## src/rtl/wdog_pkg.sv

```systemverilog
package wdog_pkg;
  localparam int unsigned OFS_CTRL = 0;
  localparam int unsigned OFS_SVC  = 2;
  localparam int unsigned OFS_STAT = 4;
  localparam int unsigned OFS_ICR  = 6;

  localparam logic [15:0] KEY_ARM  = 16'h5555;
  localparam logic [15:0] KEY_FIRE = 16'hAAAA;

  typedef enum logic {
    SVC_IDLE  = 1'b0,
    SVC_ARMED = 1'b1
  } svc_state_e;

  typedef struct packed {
    logic wait_sus;
    logic sre;
    logic wdo_on_tout;
    logic en;
    logic dbg_sus;
    logic stop_sus;
  } ctrl_bits_t;
endpackage

```

## src/rtl/wdog_svc.sv

```systemverilog
module wdog_svc
  import wdog_pkg::*;
#(
  parameter int DATA_W = 16
) (
  input  logic              clk,
  input  logic              rst_n,
  input  logic              svc_wr_i,
  input  logic [DATA_W-1:0] wdata_i,
  output logic              reload_o
);
  svc_state_e state_q, state_d;

  always_comb begin
    state_d  = state_q;
    reload_o = 1'b0;
    if (svc_wr_i) begin
      if (state_q == SVC_ARMED && wdata_i == DATA_W'(KEY_FIRE)) begin
        reload_o = 1'b1;
        state_d  = SVC_IDLE;
      end else if (wdata_i == DATA_W'(KEY_ARM)) begin
        state_d = SVC_ARMED;
      end else begin
        state_d = SVC_IDLE;
      end
    end
  end

  always_ff @(posedge clk or negedge rst_n) begin
    if (!rst_n) state_q <= SVC_IDLE;
    else        state_q <= state_d;
  end
endmodule

```

## src/rtl/wdog_counter.sv

```systemverilog
module wdog_counter #(
  parameter int TMO_W = 8
) (
  input  logic             clk,
  input  logic             rst_n,
  input  logic             en_i,
  input  logic             hold_i,
  input  logic             tick_i,
  input  logic             reload_i,
  input  logic [TMO_W-1:0] wt_i,
  input  logic [TMO_W-1:0] wict_i,
  output logic             tout_evt_o,
  output logic             pre_evt_o
);
  localparam int CNT_W = TMO_W + 1;

  logic [CNT_W-1:0] cnt_q, cnt_d, load_val, rem_after;
  logic             en_prev_q;
  logic             step;

  assign load_val  = {1'b0, wt_i} + CNT_W'(1);
  assign rem_after = cnt_q - CNT_W'(1);
  assign step      = en_i && en_prev_q && tick_i && !hold_i && !reload_i;

  always_comb begin
    cnt_d      = cnt_q;
    tout_evt_o = 1'b0;
    pre_evt_o  = 1'b0;
    if (!en_i || !en_prev_q || reload_i) begin
      cnt_d = load_val;
    end else if (step) begin
      pre_evt_o = (rem_after == {1'b0, wict_i});
      if (cnt_q == CNT_W'(1)) begin
        cnt_d      = load_val;
        tout_evt_o = 1'b1;
      end else begin
        cnt_d = rem_after;
      end
    end
  end

  always_ff @(posedge clk or negedge rst_n) begin
    if (!rst_n) begin
      cnt_q     <= CNT_W'(1);
      en_prev_q <= 1'b0;
    end else begin
      cnt_q     <= cnt_d;
      en_prev_q <= en_i;
    end
  end

  assert_cnt_nonzero_R1: assert property (@(posedge clk) disable iff (!rst_n)
    cnt_q != '0);
endmodule

```

## src/rtl/wdog_regs.sv

```systemverilog
module wdog_regs
  import wdog_pkg::*;
#(
  parameter int ADDR_W = 4,
  parameter int DATA_W = 16,
  parameter int TMO_W  = 8
) (
  input  logic              clk,
  input  logic              rst_n,
  input  logic              wr_en_i,
  input  logic              rd_en_i,
  input  logic [ADDR_W-1:0] addr_i,
  input  logic [DATA_W-1:0] wdata_i,
  input  logic              tout_evt_i,
  input  logic              pre_evt_i,
  output logic [TMO_W-1:0]  wt_o,
  output logic [TMO_W-1:0]  wict_o,
  output ctrl_bits_t        ctrl_o,
  output logic              svc_wr_o,
  output logic [DATA_W-1:0] rdata_o,
  output logic              irq_o,
  output logic              rst_req_o,
  output logic              wdog_o
);
  localparam int PAD_ICR  = DATA_W - 2 - TMO_W;
  localparam int PAD_STAT = DATA_W - 5;

  logic [TMO_W-1:0]  wt_q, wt_d, wict_q, wict_d;
  ctrl_bits_t        bits_q, bits_d;
  logic              wie_q, wie_d, wtis_q, wtis_d;
  logic [2:0]        stat_q, stat_d;          // {por, tout, sft}
  logic              sw_rst_q, sw_rst_d, sw_wdo_q, sw_wdo_d, tout_q;
  logic [DATA_W-1:0] rdata_q, rdata_d;
  logic              ctrl_wr, icr_wr;

  assign ctrl_wr  = wr_en_i && (addr_i == ADDR_W'(OFS_CTRL));
  assign icr_wr   = wr_en_i && (addr_i == ADDR_W'(OFS_ICR));
  assign svc_wr_o = wr_en_i && (addr_i == ADDR_W'(OFS_SVC));

  always_comb begin
    wt_d   = wt_q;
    bits_d = bits_q;
    if (ctrl_wr) begin
      wt_d               = wdata_i[DATA_W-1 -: TMO_W];
      bits_d.wait_sus    = wdata_i[7];
      bits_d.sre         = wdata_i[6];
      bits_d.wdo_on_tout = wdata_i[3];
      bits_d.en          = wdata_i[2];
      bits_d.dbg_sus     = wdata_i[1];
      bits_d.stop_sus    = wdata_i[0];
    end
    sw_rst_d = ctrl_wr && !wdata_i[4];
    sw_wdo_d = ctrl_wr && !wdata_i[5];
  end

  always_comb begin
    wict_d = wict_q;
    wie_d  = wie_q;
    wtis_d = wtis_q;
    if (icr_wr) begin
      wict_d = wdata_i[TMO_W-1:0];
      wie_d  = wdata_i[15];
      if (wdata_i[14]) wtis_d = 1'b0;
    end
    if (pre_evt_i && wie_q) wtis_d = 1'b1;
  end

  always_comb begin
    stat_d = stat_q;
    if (tout_evt_i)    stat_d = 3'b010;
    else if (sw_rst_d) stat_d = 3'b001;
  end

  always_comb begin
    rdata_d = rdata_q;
    if (rd_en_i) begin
      rdata_d = '0;
      if (addr_i == ADDR_W'(OFS_CTRL))
        rdata_d = {wt_q, bits_q.wait_sus, bits_q.sre, 1'b1, 1'b1,
                   bits_q.wdo_on_tout, bits_q.en, bits_q.dbg_sus, bits_q.stop_sus};
      else if (addr_i == ADDR_W'(OFS_ICR))
        rdata_d = {wie_q, wtis_q, {PAD_ICR{1'b0}}, wict_q};
      else if (addr_i == ADDR_W'(OFS_STAT))
        rdata_d = {{PAD_STAT{1'b0}}, stat_q[2], 2'b00, stat_q[1], stat_q[0]};
    end
  end

  always_ff @(posedge clk or negedge rst_n) begin
    if (!rst_n) begin
      wt_q     <= '0;
      bits_q   <= '0;
      wict_q   <= TMO_W'(4);
      wie_q    <= 1'b0;
      wtis_q   <= 1'b0;
      stat_q   <= 3'b100;
      sw_rst_q <= 1'b0;
      sw_wdo_q <= 1'b0;
      tout_q   <= 1'b0;
      rdata_q  <= '0;
    end else begin
      wt_q     <= wt_d;
      bits_q   <= bits_d;
      wict_q   <= wict_d;
      wie_q    <= wie_d;
      wtis_q   <= wtis_d;
      stat_q   <= stat_d;
      sw_rst_q <= sw_rst_d;
      sw_wdo_q <= sw_wdo_d;
      tout_q   <= tout_evt_i;
      rdata_q  <= rdata_d;
    end
  end

  assign wt_o      = wt_q;
  assign wict_o    = wict_q;
  assign ctrl_o    = bits_q;
  assign rdata_o   = rdata_q;
  assign irq_o     = wtis_q;
  assign rst_req_o = sw_rst_q | tout_q;
  assign wdog_o    = sw_wdo_q | (tout_q & bits_q.wdo_on_tout);

  assert_no_tout_when_off_R2: assert property (@(posedge clk) disable iff (!rst_n)
    !bits_q.en |=> !tout_q);
  assert_flag_needs_enable_R4: assert property (@(posedge clk) disable iff (!rst_n)
    $rose(wtis_q) |-> $past(wie_q));
  assert_one_cause_R8: assert property (@(posedge clk) disable iff (!rst_n)
    $countones(stat_q) == 1);
  assert_tout_recorded_R6: assert property (@(posedge clk) disable iff (!rst_n)
    tout_q |-> stat_q == 3'b010);
endmodule

```

## src/rtl/wdog_timer.sv

```systemverilog
module wdog_timer
  import wdog_pkg::*;
#(
  parameter int ADDR_W = 4,
  parameter int TMO_W  = 8
) (
  input  logic              clk,
  input  logic              rst_n,
  input  logic              reg_wr,
  input  logic              reg_rd,
  input  logic [ADDR_W-1:0] reg_addr,
  input  logic [15:0]       reg_wdata,
  output logic [15:0]       reg_rdata,
  input  logic              tick_half_s,
  input  logic              in_stop,
  input  logic              in_debug,
  input  logic              in_wait,
  output logic              irq,
  output logic              sys_rst_req,
  output logic              wdog_out
);
  localparam int DATA_W = 16;

  logic [TMO_W-1:0] wt, wict;
  ctrl_bits_t       ctrl;
  logic             svc_wr, reload, tout_evt, pre_evt, hold;

  assign hold = (ctrl.stop_sus & in_stop) | (ctrl.dbg_sus & in_debug) |
                (ctrl.wait_sus & in_wait);

  wdog_regs #(.ADDR_W(ADDR_W), .DATA_W(DATA_W), .TMO_W(TMO_W)) regs_i (
    .clk        (clk),
    .rst_n      (rst_n),
    .wr_en_i    (reg_wr),
    .rd_en_i    (reg_rd),
    .addr_i     (reg_addr),
    .wdata_i    (reg_wdata),
    .tout_evt_i (tout_evt),
    .pre_evt_i  (pre_evt),
    .wt_o       (wt),
    .wict_o     (wict),
    .ctrl_o     (ctrl),
    .svc_wr_o   (svc_wr),
    .rdata_o    (reg_rdata),
    .irq_o      (irq),
    .rst_req_o  (sys_rst_req),
    .wdog_o     (wdog_out)
  );

  wdog_svc #(.DATA_W(DATA_W)) svc_i (
    .clk      (clk),
    .rst_n    (rst_n),
    .svc_wr_i (svc_wr),
    .wdata_i  (reg_wdata),
    .reload_o (reload)
  );

  wdog_counter #(.TMO_W(TMO_W)) cnt_i (
    .clk        (clk),
    .rst_n      (rst_n),
    .en_i       (ctrl.en),
    .hold_i     (hold),
    .tick_i     (tick_half_s),
    .reload_i   (reload),
    .wt_i       (wt),
    .wict_i     (wict),
    .tout_evt_o (tout_evt),
    .pre_evt_o  (pre_evt)
  );
endmodule

```

## config.mk

```make
export PLATFORM = sky130hd
export DESIGN_NAME = wdog_timer
export DESIGN_NICKNAME = d
export VERILOG_FILES = /design/src/rtl/wdog_pkg.sv /design/src/rtl/wdog_svc.sv /design/src/rtl/wdog_counter.sv /design/src/rtl/wdog_regs.sv /design/src/rtl/wdog_timer.sv
export SDC_FILE = /design/constraint.sdc
export NUM_CORES = 1
export LEC_CHECK = 0
export BUFFER_PORTS_ARGS = -buffer_cell sky130_fd_sc_hd__buf_2
export CAP_MARGIN = 20
export CORE_UTILIZATION = 45
export DETAILED_ROUTE_END_ITERATION = 12
export PLACE_DENSITY = 0.66
export SYNTH_ARGS = -nofsm -noshare
export SYNTH_HDL_FRONTEND = slang
export SYNTH_SLANG_ARGS = --single-unit
```

## constraint.sdc

```tcl
create_clock -name clk -period 6 [get_ports clk]
set_input_delay 0.3 -clock clk [delete_from_list [all_inputs] [get_ports clk]]
set_output_delay 0.3 -clock clk [all_outputs]
set_load 0.05 [all_outputs]
```

# == Word level (Yosys, flattened, before mapping) ==
# Index checks and enable logic that the tools add are counted.
# totals
out_inout_bits,19
input_bits,28
register_bits,57
elab_cells,80
# op_classes
bitwise,8
n_addsub,2
n_eq_ne,7
muxes,20
n_reduce_logical,25
# ops
operator,count
$mux W16,2
$mux W9,3
$eq A16 B15 Y1 const B,1
$eq A16 B16 Y1 const B,1
$mux W1,12
$logic_and A1 B1 Y1,11
$add A8 B1 Y9 const B,1
$eq A9 B1 Y1 const B,1
$eq A9 B8 Y1,1
$sub A9 B1 Y9 const B,1
$eq A4 B3 Y1 const B,2
$reduce_bool A2 Y1,4
$logic_not A1 Y1,6
$mux W3,2
$mux W5,1
$and A1 B1 Y1,4
$eq A4 B2 Y1 const B,1
$logic_not A4 Y1,1
$or A1 B1 Y1,4
$logic_or A1 B1 Y1,2
$reduce_and A2 Y1,1

# == Longest topological paths before layout ==
# Gate-level depths: netlist (run 1).
# depth
ltp_word,11
depth_mapped,7
depth_no_buf,7

# == Cells and area by module ==
# From an unflattened synthesis (run 1), not the netlist that was laid out.
# unflattened
hier_cells,277
hier_area_um2,3126.7
# by_module_without_submodules
mod,area_per_inst_um2,cells_per_inst,seq_area_each_um2,instances
wdog_regs,1921.8,142,1153.6,1
wdog_counter,1039.7,116,251.5,1
wdog_svc,151.4,17,25.0,1
wdog_timer,13.8,2,0.0,1

# == Worst setup path before layout (run 1) ==
# Ideal clock, no wire load.
# synth_path
path_kind,input to register
startpoint,input reg_addr[0]
endpoint,register cnt_i.cnt_q[3]
n_path_buf,0
t_arrival_ns,1.809
setup_ns,0.121
stages,5
setup_slack_ns,4.070
cell_sequence,or2_1 -> or4_4 -> o21ai_4 -> mux2_2 -> a22o_1
# synth_between
elab_chain_cells,6
word_cells_on_any_way,8
classes_between,eq/ne (1); mux (2); reduce/logical (5)
# synth_lines
item,line_no,text
"start, declared",wdog_timer.sv:11,"input logic [ADDR_W-1:0] reg_addr,"
$eq A4 B2 Y1 *,wdog_regs.sv:38,assign svc_wr_o = wr_en_i && (addr_i == ADDR_W'(OFS_SVC));
$logic_and A1 B1 Y1 *,wdog_regs.sv:38,
$mux W1 *,wdog_svc.sv:17,if (svc_wr_i) begin
$logic_not A1 Y1,wdog_counter.sv:23,assign step = en_i && en_prev_q && tick_i && !hold_i && !reload_i;
$logic_and A1 B1 Y1,wdog_counter.sv:23,
$reduce_bool A2 Y1 (no source line),n/a,
"end signal, assigned",wdog_counter.sv:47,cnt_q <= cnt_d;
"end, declared",wdog_counter.sv:17,"logic [CNT_W-1:0] cnt_q, cnt_d, load_val, rem_after;"
# Mark *: on every way between the ends. The rest lies on a longest branch, timed or not.
# A chain may end at the register's enable or synchronous reset.

# == Worst setup path after layout (run 1) ==
# layout_path
startpoint,register cnt_i.cnt_q[1]
endpoint,register regs_i.wtis_q (netlist: regs_i.irq_o)
# layout_between
elab_chain_cells,7
word_cells_on_any_way,9
classes_between,add/sub (1); eq/ne (1); mux (3); reduce/logical (4)
# layout_lines
item,line_no,text
$sub A9 B1 Y9 *,wdog_counter.sv:22,assign rem_after = cnt_q - CNT_W'(1);
$eq A9 B8 Y1 *,wdog_counter.sv:32,"pre_evt_o = (rem_after == {1'b0, wict_i});"
$mux W1 *,wdog_counter.sv:31,end else if (step) begin
$mux W1 *,wdog_counter.sv:29,if (!en_i || !en_prev_q || reload_i) begin
$logic_and A1 B1 Y1 *,wdog_regs.sv:65,if (pre_evt_i && wie_q) wtis_d = 1'b1;
$reduce_bool A2 Y1 (no source line),n/a,
$reduce_and A2 Y1 (no source line),n/a,
"end signal, assigned",wdog_regs.sv:105,wtis_q <= wtis_d;
"end, declared",wdog_regs.sv:30,"logic wie_q, wie_d, wtis_q, wtis_d;"
# Marked as above.

==> results.md, run 1 <==
* Hold buffer count at CTS at 0
* Commonest register cell after synthesis: dfrtp_1
* Area Overhead vs Synth at 15.81%
* Final Critical Period at between 2000 and 2500 ps
* Largest area contributor in the netlist: dfrtp_1
* RSZ-0062 raised after global routing: no
* Worst Path Arrival at between 2000 and 2500 ps
* CTS resizes at 0
* Post-synth EDFFs at 0
* Die W at about 84 um
* Total Nets Final at 357
* Clock Root Buffer: clkbuf_8
* Largest net degree at the start of global routing at 58
* Logic pwr share at 0.266
* Row cnt at 29
* Later-pin clock latency in the skew report at 330 ps
* Worst vdd ir at 194.3 uV
* LEAKAGE at 1.613 nW
* Synth warn at 0
* F_max at 459.5 MHz
* Clock network power share at 0.294
* Worst Path Max Fanout at 5
* Vias in the first global route at 2228
* Final hold vios at 0
* Status: completed
* H-tree depth at 3
* Distinct cell type count after synthesis at between 50 and 60
* Filler cell count at 561
* Tot GR Track Use at 0.2159
* Global placer's final weighted congestion at 0.8117
* Sw power at 0.4395 mW
* FFs w/ async S/R, synth at 1.000
* IO buf count at 46
* TritonCTS clock tree: yes
* Wirelength per Cell at 17.09 um
* First-pass GRT wire length at 11.60 mm
* Post-synthesis cell area at 3015 um^2
* Fin crit share at 0.3627
* Min-delay worst type: in2async
* Max_cap viols at 0
* PD cells at 375.3 nW/um^2
* Clk buf depth at 2
* GRT Residual Overflow at 0
* Slew headroom at 0.4561
* Core Util, Final at 0.5437
* Via density at 5.596
* Number of post-CTS setup repair buffers at 0
* Flop pwr share at 0.439
* Initial Util at 0.4695
* Yosys top cell area share at 0.4481
* Post-Synthesis Cells at around 280
* Synthesized flop and latch total at 57
* ANT cells at 0
* DRT antenna net count at 0
* Worst-margin pin slew at 808.4 ps
* Initial antenna violation count at 0
* Dominant cells by area after synthesis: dfrtp_1, mux2_2, xnor2_1
* Synth Area per Inst at 10.73 um^2
* Die Height at 83.86 um
* Worst Skew at 6.114 ps
* Crit path launch type: register
* Overall Power at 1.311 mW
* TritonCTS Buffers at 9
* Post-synth net total at between 300 and 400
* Setup-failing EPs final at 0
* Fin area at 3492 um^2
* Core area at 6422 um^2
* Switching Share at 0.3354
* Critical path type: reg2reg
* Initial DRC count at approximately 110
* Clock-pin slew on the worst setup and hold paths at 60 ps
* Sequential-to-total area share from yosys stat at 0.4743
* CP required at 6260 ps
* Cell Int Power at 0.8710 mW
* Max Slew Vio Count at 0
* Total clock sinks at 57
* Drt drc at 0
* Routed wire length at 6.972 mm
* Die ar. at 7033 um^2
* DR vias at between 2000 and 2500
* Boundary pin count at between 40 and 50
* Area after DPL at 3274 um^2
* Layout cells sized above 1 at 0.3263
* Fin Setup TNS at 0 ps
* CP Capture Type: register
* Post-DP HPWL at 5.132 mm
* Drt first pass iters at 4
## worst paths after layout
kind | slack (ps) | from | to | depth (start not counted)
hold / removal | 110 | rst_n | regs_i.rdata_o[12] | 2
setup reg to reg | 3820 | cnt_i.cnt_q[1] | regs_i.irq_o | 7
max in group asynchronous | 5400 | rst_n | regs_i.sw_wdo_q | 2
setup / recovery | 3820 | cnt_i.cnt_q[1] | regs_i.irq_o | 7
min in group clk | 210 | reg_wdata[5] | regs_i.sw_wdo_q | 2
hold reg to reg | 450 | regs_i.ctrl_o[2] | cnt_i.en_prev_q | 0
## per-layer routing
metal | share of wire | wire, um | GRT usage | vias to the layer above
met4 | 0.015 | 104 | 0.08464 | 0
met5 | 0 | 0 | 0 | -
met1 | 0.47 | 3305 | 0.3000 | 1114
li1 | - | - | - | 1104
met2 | 0.47 | 3269 | 0.3301 | 54
met3 | 0.042 | 294 | 0.04649 | 11
## worst max-delay path, cell delays in order, from the launching register on
cell,delay [ps]
dfrtp_1,410
inv_1,100
ha_1,250
or3b_2,490
nor3_2,220
xnor2_1,110
nor4_1,310
a32o_1,220
## sequential cells by signal, indices dropped and copies added (netlist names)
register and flops:
regs_i.rdata_o 16, cnt_i.cnt_q 9, regs_i.wict_o 8, regs_i.wt_o 8, regs_i.ctrl_o 6, regs_i.stat_q 3, cnt_i.en_prev_q 1, regs_i.irq_o 1
regs_i.sw_rst_q 1, regs_i.sw_wdo_q 1, regs_i.tout_q 1, regs_i.wie_q 1, svc_i.state_q 1
## power groups by stage
| stage | clock [mW] | sequential, mW | combinational [mW] |
|---|---|---|---|
| 6_report | 0.386 | 0.576 | 0.349 |
| 5_1_grt | 0.416 | 0.588 | 0.384 |
| 3_3_place_gp | 0 | 0.576 | 0.343 |
| 2_1_floorplan | 0 | 0.544 | 0.298 |
| 3_5_place_dp | 0 | 0.579 | 0.350 |
| 4_1_cts | 0.395 | 0.573 | 0.352 |
## layout make-up
type / instances / area (um^2) / share of cell area
Multi-Input combinational cell: 194 / 1443 / 0.4131
Sequential cell: 57 / 1430 / 0.4095
Timing Repair Buffer: 48 / 245.2 / 0.07023
Clock buffer: 14 / 182.7 / 0.05231
Tap cell: 77 / 96.34 / 0.02759
Inverter: 16 / 60.06 / 0.01720
Clock inverter: 2 / 35.03 / 0.01003
## logic make-up after synthesis
group	count (synthesis)	share of synthesized area
flip-flops	57	0.4743
multiplexers	32	0.1170
AO/OA/AOI/OAI	55	0.1245
XOR/XNOR	19	0.05519
adder cells (fa/ha/maj)	3	0.01245
AND/OR/NAND/NOR	85	0.1693
buffers and inverters	30	0.04730
## metrics by stage
stage	worst slack [ps]	hold WS (ps)	std cells
2_1_floorplan	4070	4.409	281
3_3_place_gp	3054	434.3	391
3_5_place_dp	3597	444.0	392
4_1_cts	3826	135.3	408
5_1_grt	3699	167.2	408
6_report	3824	107.8	408
## placed cells by master, fill, tap and decap left out, types with 2 or more instances in the layout
master    netlist  routed
mux2i_1         6       6
and3_1          4       4
dfrtp_1        54      54
mux2_2         26      26
inv_1          16      16
nor3b_1         4       4
buf_2           3      46
xor2_1          8       8
nand3_1        10      10
nand4_1         3       3
clkbuf_8        0      13
buf_4           0       2
a22o_1          3       3
a22oi_2         2       2
dfstp_2         3       3
a21oi_1        11      11
a21o_1          2       2
o22ai_1         2       2
a31oi_1         4       4
nor2_1         21      21
nor3_2          2       2
and4bb_2        2       2
a22oi_1         8       8
nor3_1          5       5
nand2_1        13      13
o21ai_0        13      13
xnor2_1        11      11
a32o_1          2       2
nor4bb_1        5       5
ha_1            3       3
nor4_1          4       4
## synthesized netlist by cell type (2+ instances only)
master	number
dfrtp_1	54
mux2_2	26
nor2_1	21
inv_1	16
nand2_1	13
o21ai_0	13
a21oi_1	11
xnor2_1	11
nand3_1	10
a22oi_1	8
xor2_1	8
clkbuf_1	7
mux2i_1	6
nor3_1	5
nor4bb_1	5
a31oi_1	4
and3_1	4
nor3b_1	4
nor4_1	4
a22o_1	3
buf_2	3
dfstp_2	3
ha_1	3
nand4_1	3
a21o_1	2
a22oi_2	2
a32o_1	2
and4bb_2	2
buf_6	2
nor3_2	2
o22ai_1	2
(Power assumes the default switching activity.)
==> run 2: changes to the inputs <==
Settings changed: ABC_AREA from default to 1, PLACE_DENSITY 0.66 to 0.65.
Clock period 6 ns to 2.1 ns, I/O delays scaled along.
==> results.md, run 2 <==
* TritonCTS Buffers at 9
* Yosys top cell area share at 0.4255
* Area Overhead vs Synth at 18.83%
* Drt first pass iters at 4
* Clk buf depth at 2
* Die ar. at 7397 um^2
* Min-delay worst type: in2reg
* Hold buffer count at CTS at 5
* Worst reg2reg startpoint: cnt_i.cnt_q[0]
* Non-filler instance count after layout at ~590
* Synth Area per Inst at 7.402 um^2
* Synth warn at 0
* Fin crit share at 0.8362
* Final hold vios at 0
* Worst Skew at between 7 and 8 ps
* Boundary pin count at 47
* FFs w/ async S/R, synth at 1.000
* Sequential-to-total area share from yosys stat at 0.4504
* Clock Root Buffer: clkbuf_8
* Synthesized flop and latch total at 57
* Post-synth EDFFs at 0
* Worst Path Max Fanout at 6
* Number of post-CTS setup repair buffers at 0
* Later-pin clock latency in the skew report at 350 ps
* Vias in the first global route at 2891
* Worst-margin pin slew at 721.5 ps
* First-pass GRT wire length at 14.33 mm
* Fin area at 3774 um^2
* Inst Count DP at about 570
* Total clock sinks at 57
* Worst hold endpoint: regs_i.wict_o[1]
* GRT Residual Overflow at 0
* DR vias at between 2000 and 3000
* Fin Setup TNS at 0 ps
* Worst Path Arrival at around 2000 ps
* CP Capture Type: register
* IO buf count at 46
* Layout cells sized above 1 at 0.1826
* PD cells at 980.5 nW/um^2
* Max reg flops at 16
* Overall Power at around 3.7 mW
* Crit path launch type: register
* Worst R2R End: regs_i.irq_o
* Area after DPL at approximately 3500 um^2
* Post-synthesis cell area at 3176 um^2
* Most common cell after layout, fill and taps aside: nand2_1
* Largest area contributor in the netlist: dfrtp_1
* Die Height at 86.01 um
* CTS resizes at 0
* Slew headroom at 0.5190
* Total Nets Final at between 500 and 600
* Max Slew Vio Count at 0
* Largest net degree at the start of global routing at 58
* Worst vdd ir at 389.3 uV
* Max_cap viols at 0
* CP required at 2340 ps
* RSZ-0062 raised after global routing: no
* Final Critical Period at around 1800 ps
* Top-count cell post-synth: nand2_1
* Dominant cells by area after synthesis: dfrtp_1, nand2_1, nand3_1
* Drt drc at 0
* Routed wire length at 8.483 mm
* Setup-failing EPs final at 0
* Commonest register cell after synthesis: dfrtp_1
* Worst hold start: reg_wdata[1]
* H-tree depth at 3
* Status: completed
* Initial Util at 0.4674
* Initial antenna violation count at 0
* LEAKAGE at 1.935 nW
* Core area at just under 7000 um^2
* TritonCTS clock tree: yes
* Worst reg-to-reg path cell count at 9
* ANT cells at 0
* Tot GR Track Use at 0.2555
* Post-DP HPWL at roughly 6.4 mm
* Clock-pin slew on the worst setup and hold paths at 70 ps
* Via density at 5.000
* Top cells by count, synth: nand2_1, dfrtp_1, inv_1, nor2_1, nand3_1
* Row cnt at 30
* Critical path type: reg2reg
* R2r setup slk at 340 ps
* Distinct cell type count after synthesis at 36
* Post-synth net total at 460
* Die W at ~86 um
* Depth of the worst hold-timing path at 3
* F_max at ~570 MHz
* Wirelength per Cell at approximately 14 um
* Filler cell count at 642
* Post-Synthesis Cells at 429
* Global placer's final weighted congestion at 0.8571
* Most frequent cells in the layout: nand2_1, dfrtp_1, buf_2, inv_1, nor2_1
* Initial DRC count at 190
* DRT antenna net count at 0
## run 2: cell count changes in the layout (fill, tap and decap cells not counted), moves of 8 or more
cell / before / now
a22oi_1: 8 / 0
mux2_2: 26 / 0
nor2_1: 21 / 36
inv_1: 16 / 41
o21ai_0: 13 / 26
nand3_1: 10 / 32
xnor2_1: 11 / 0
nand2_1: 13 / 168
## run 2: worst max path at each step
stage / from / end / slack (ps) / cells after the start
final: cnt_i.cnt_q[0] / regs_i.irq_o / 340 / 9
after global routing: cnt_i.cnt_q[0] / regs_i.irq_o / 200 / 11
after CTS: cnt_i.cnt_q[0] / regs_i.irq_o / 340 / 9
after detailed placement: cnt_i.cnt_q[0] / regs_i.irq_o / 340 / 9
after global placement: cnt_i.cnt_q[0] / regs_i.irq_o / 390 / 9
after floorplan: cnt_i.cnt_q[0] / regs_i.irq_o / 450 / 9
## run 2: through the flow
stage / hold WS [ps] / util / setup WS, ps
final: 20.25 / 0.5554 / 343.9
after global routing: 29.35 / 0.5554 / 197.6
after CTS: 6.440 / 0.5554 / 335.8
after detailed placement: 297.1 / 0.5180 / 341.6
after global placement: 301.4 / 0.5180 / 389.7
after floorplan: -190.6 / - / 451.7
## run 2: kinds of logic (layout without fill, tap and decap cells)
kind of cell / after synthesis / in the layout / synth area share
XOR/XNOR: 5 / 5 / 0.01379
buffers and inverters: 53 / 117 / 0.06816
adder cells (fa/ha/maj): 3 / 3 / 0.01182
AND/OR/NAND/NOR: 263 / 263 / 0.3731
AO/OA/AOI/OAI: 48 / 48 / 0.08274
flip-flops: 57 / 57 / 0.4504
## run 2: worst max-delay path: stages (launching register included)
cell and delay, ps:
dfstp_2 550, inv_1 100, ha_1 340, or2_2 300
nand3_1 80, nor2_1 50, nand3_1 80, nor2_1 40
nand3_1 70, nand2_1 50
## run 2: cell type report
type	count	area [um^2]	share of cell area
tap	96	120.1	0.03183
timing repair buffer	54	302.8	0.08024
clock buffer	10	137.6	0.03647
clock inverter	6	66.31	0.01757
multi-input combinational	319	1529	0.4052
inverter	47	187.7	0.04973
sequential	57	1430	0.3790
## run 2: power by group
| part | switching, mW | total [mW] | leakage, nW | internal [mW] |
|---|---|---|---|---|
| combinational | 0.727 | 1.10 | 1.12 | 0.376 |
| clock | 0.498 | 1.08 | 0.0949 | 0.581 |
| sequential | 0.218 | 1.52 | 0.717 | 1.30 |
| total | 1.44 | 3.70 | 1.93 | 2.26 |
## run 2: layer usage
| layer | share of wire | GRT usage | vias up |
|---|---|---|---|
| met5 | 0 | 0 | - |
| met4 | 0.019 | 0.09545 | 0 |
| met3 | 0.053 | 0.04812 | 12 |
| met2 | 0.47 | 0.4149 | 71 |
| met1 | 0.46 | 0.3390 | 1375 |
| li1 | - | - | 1487 |
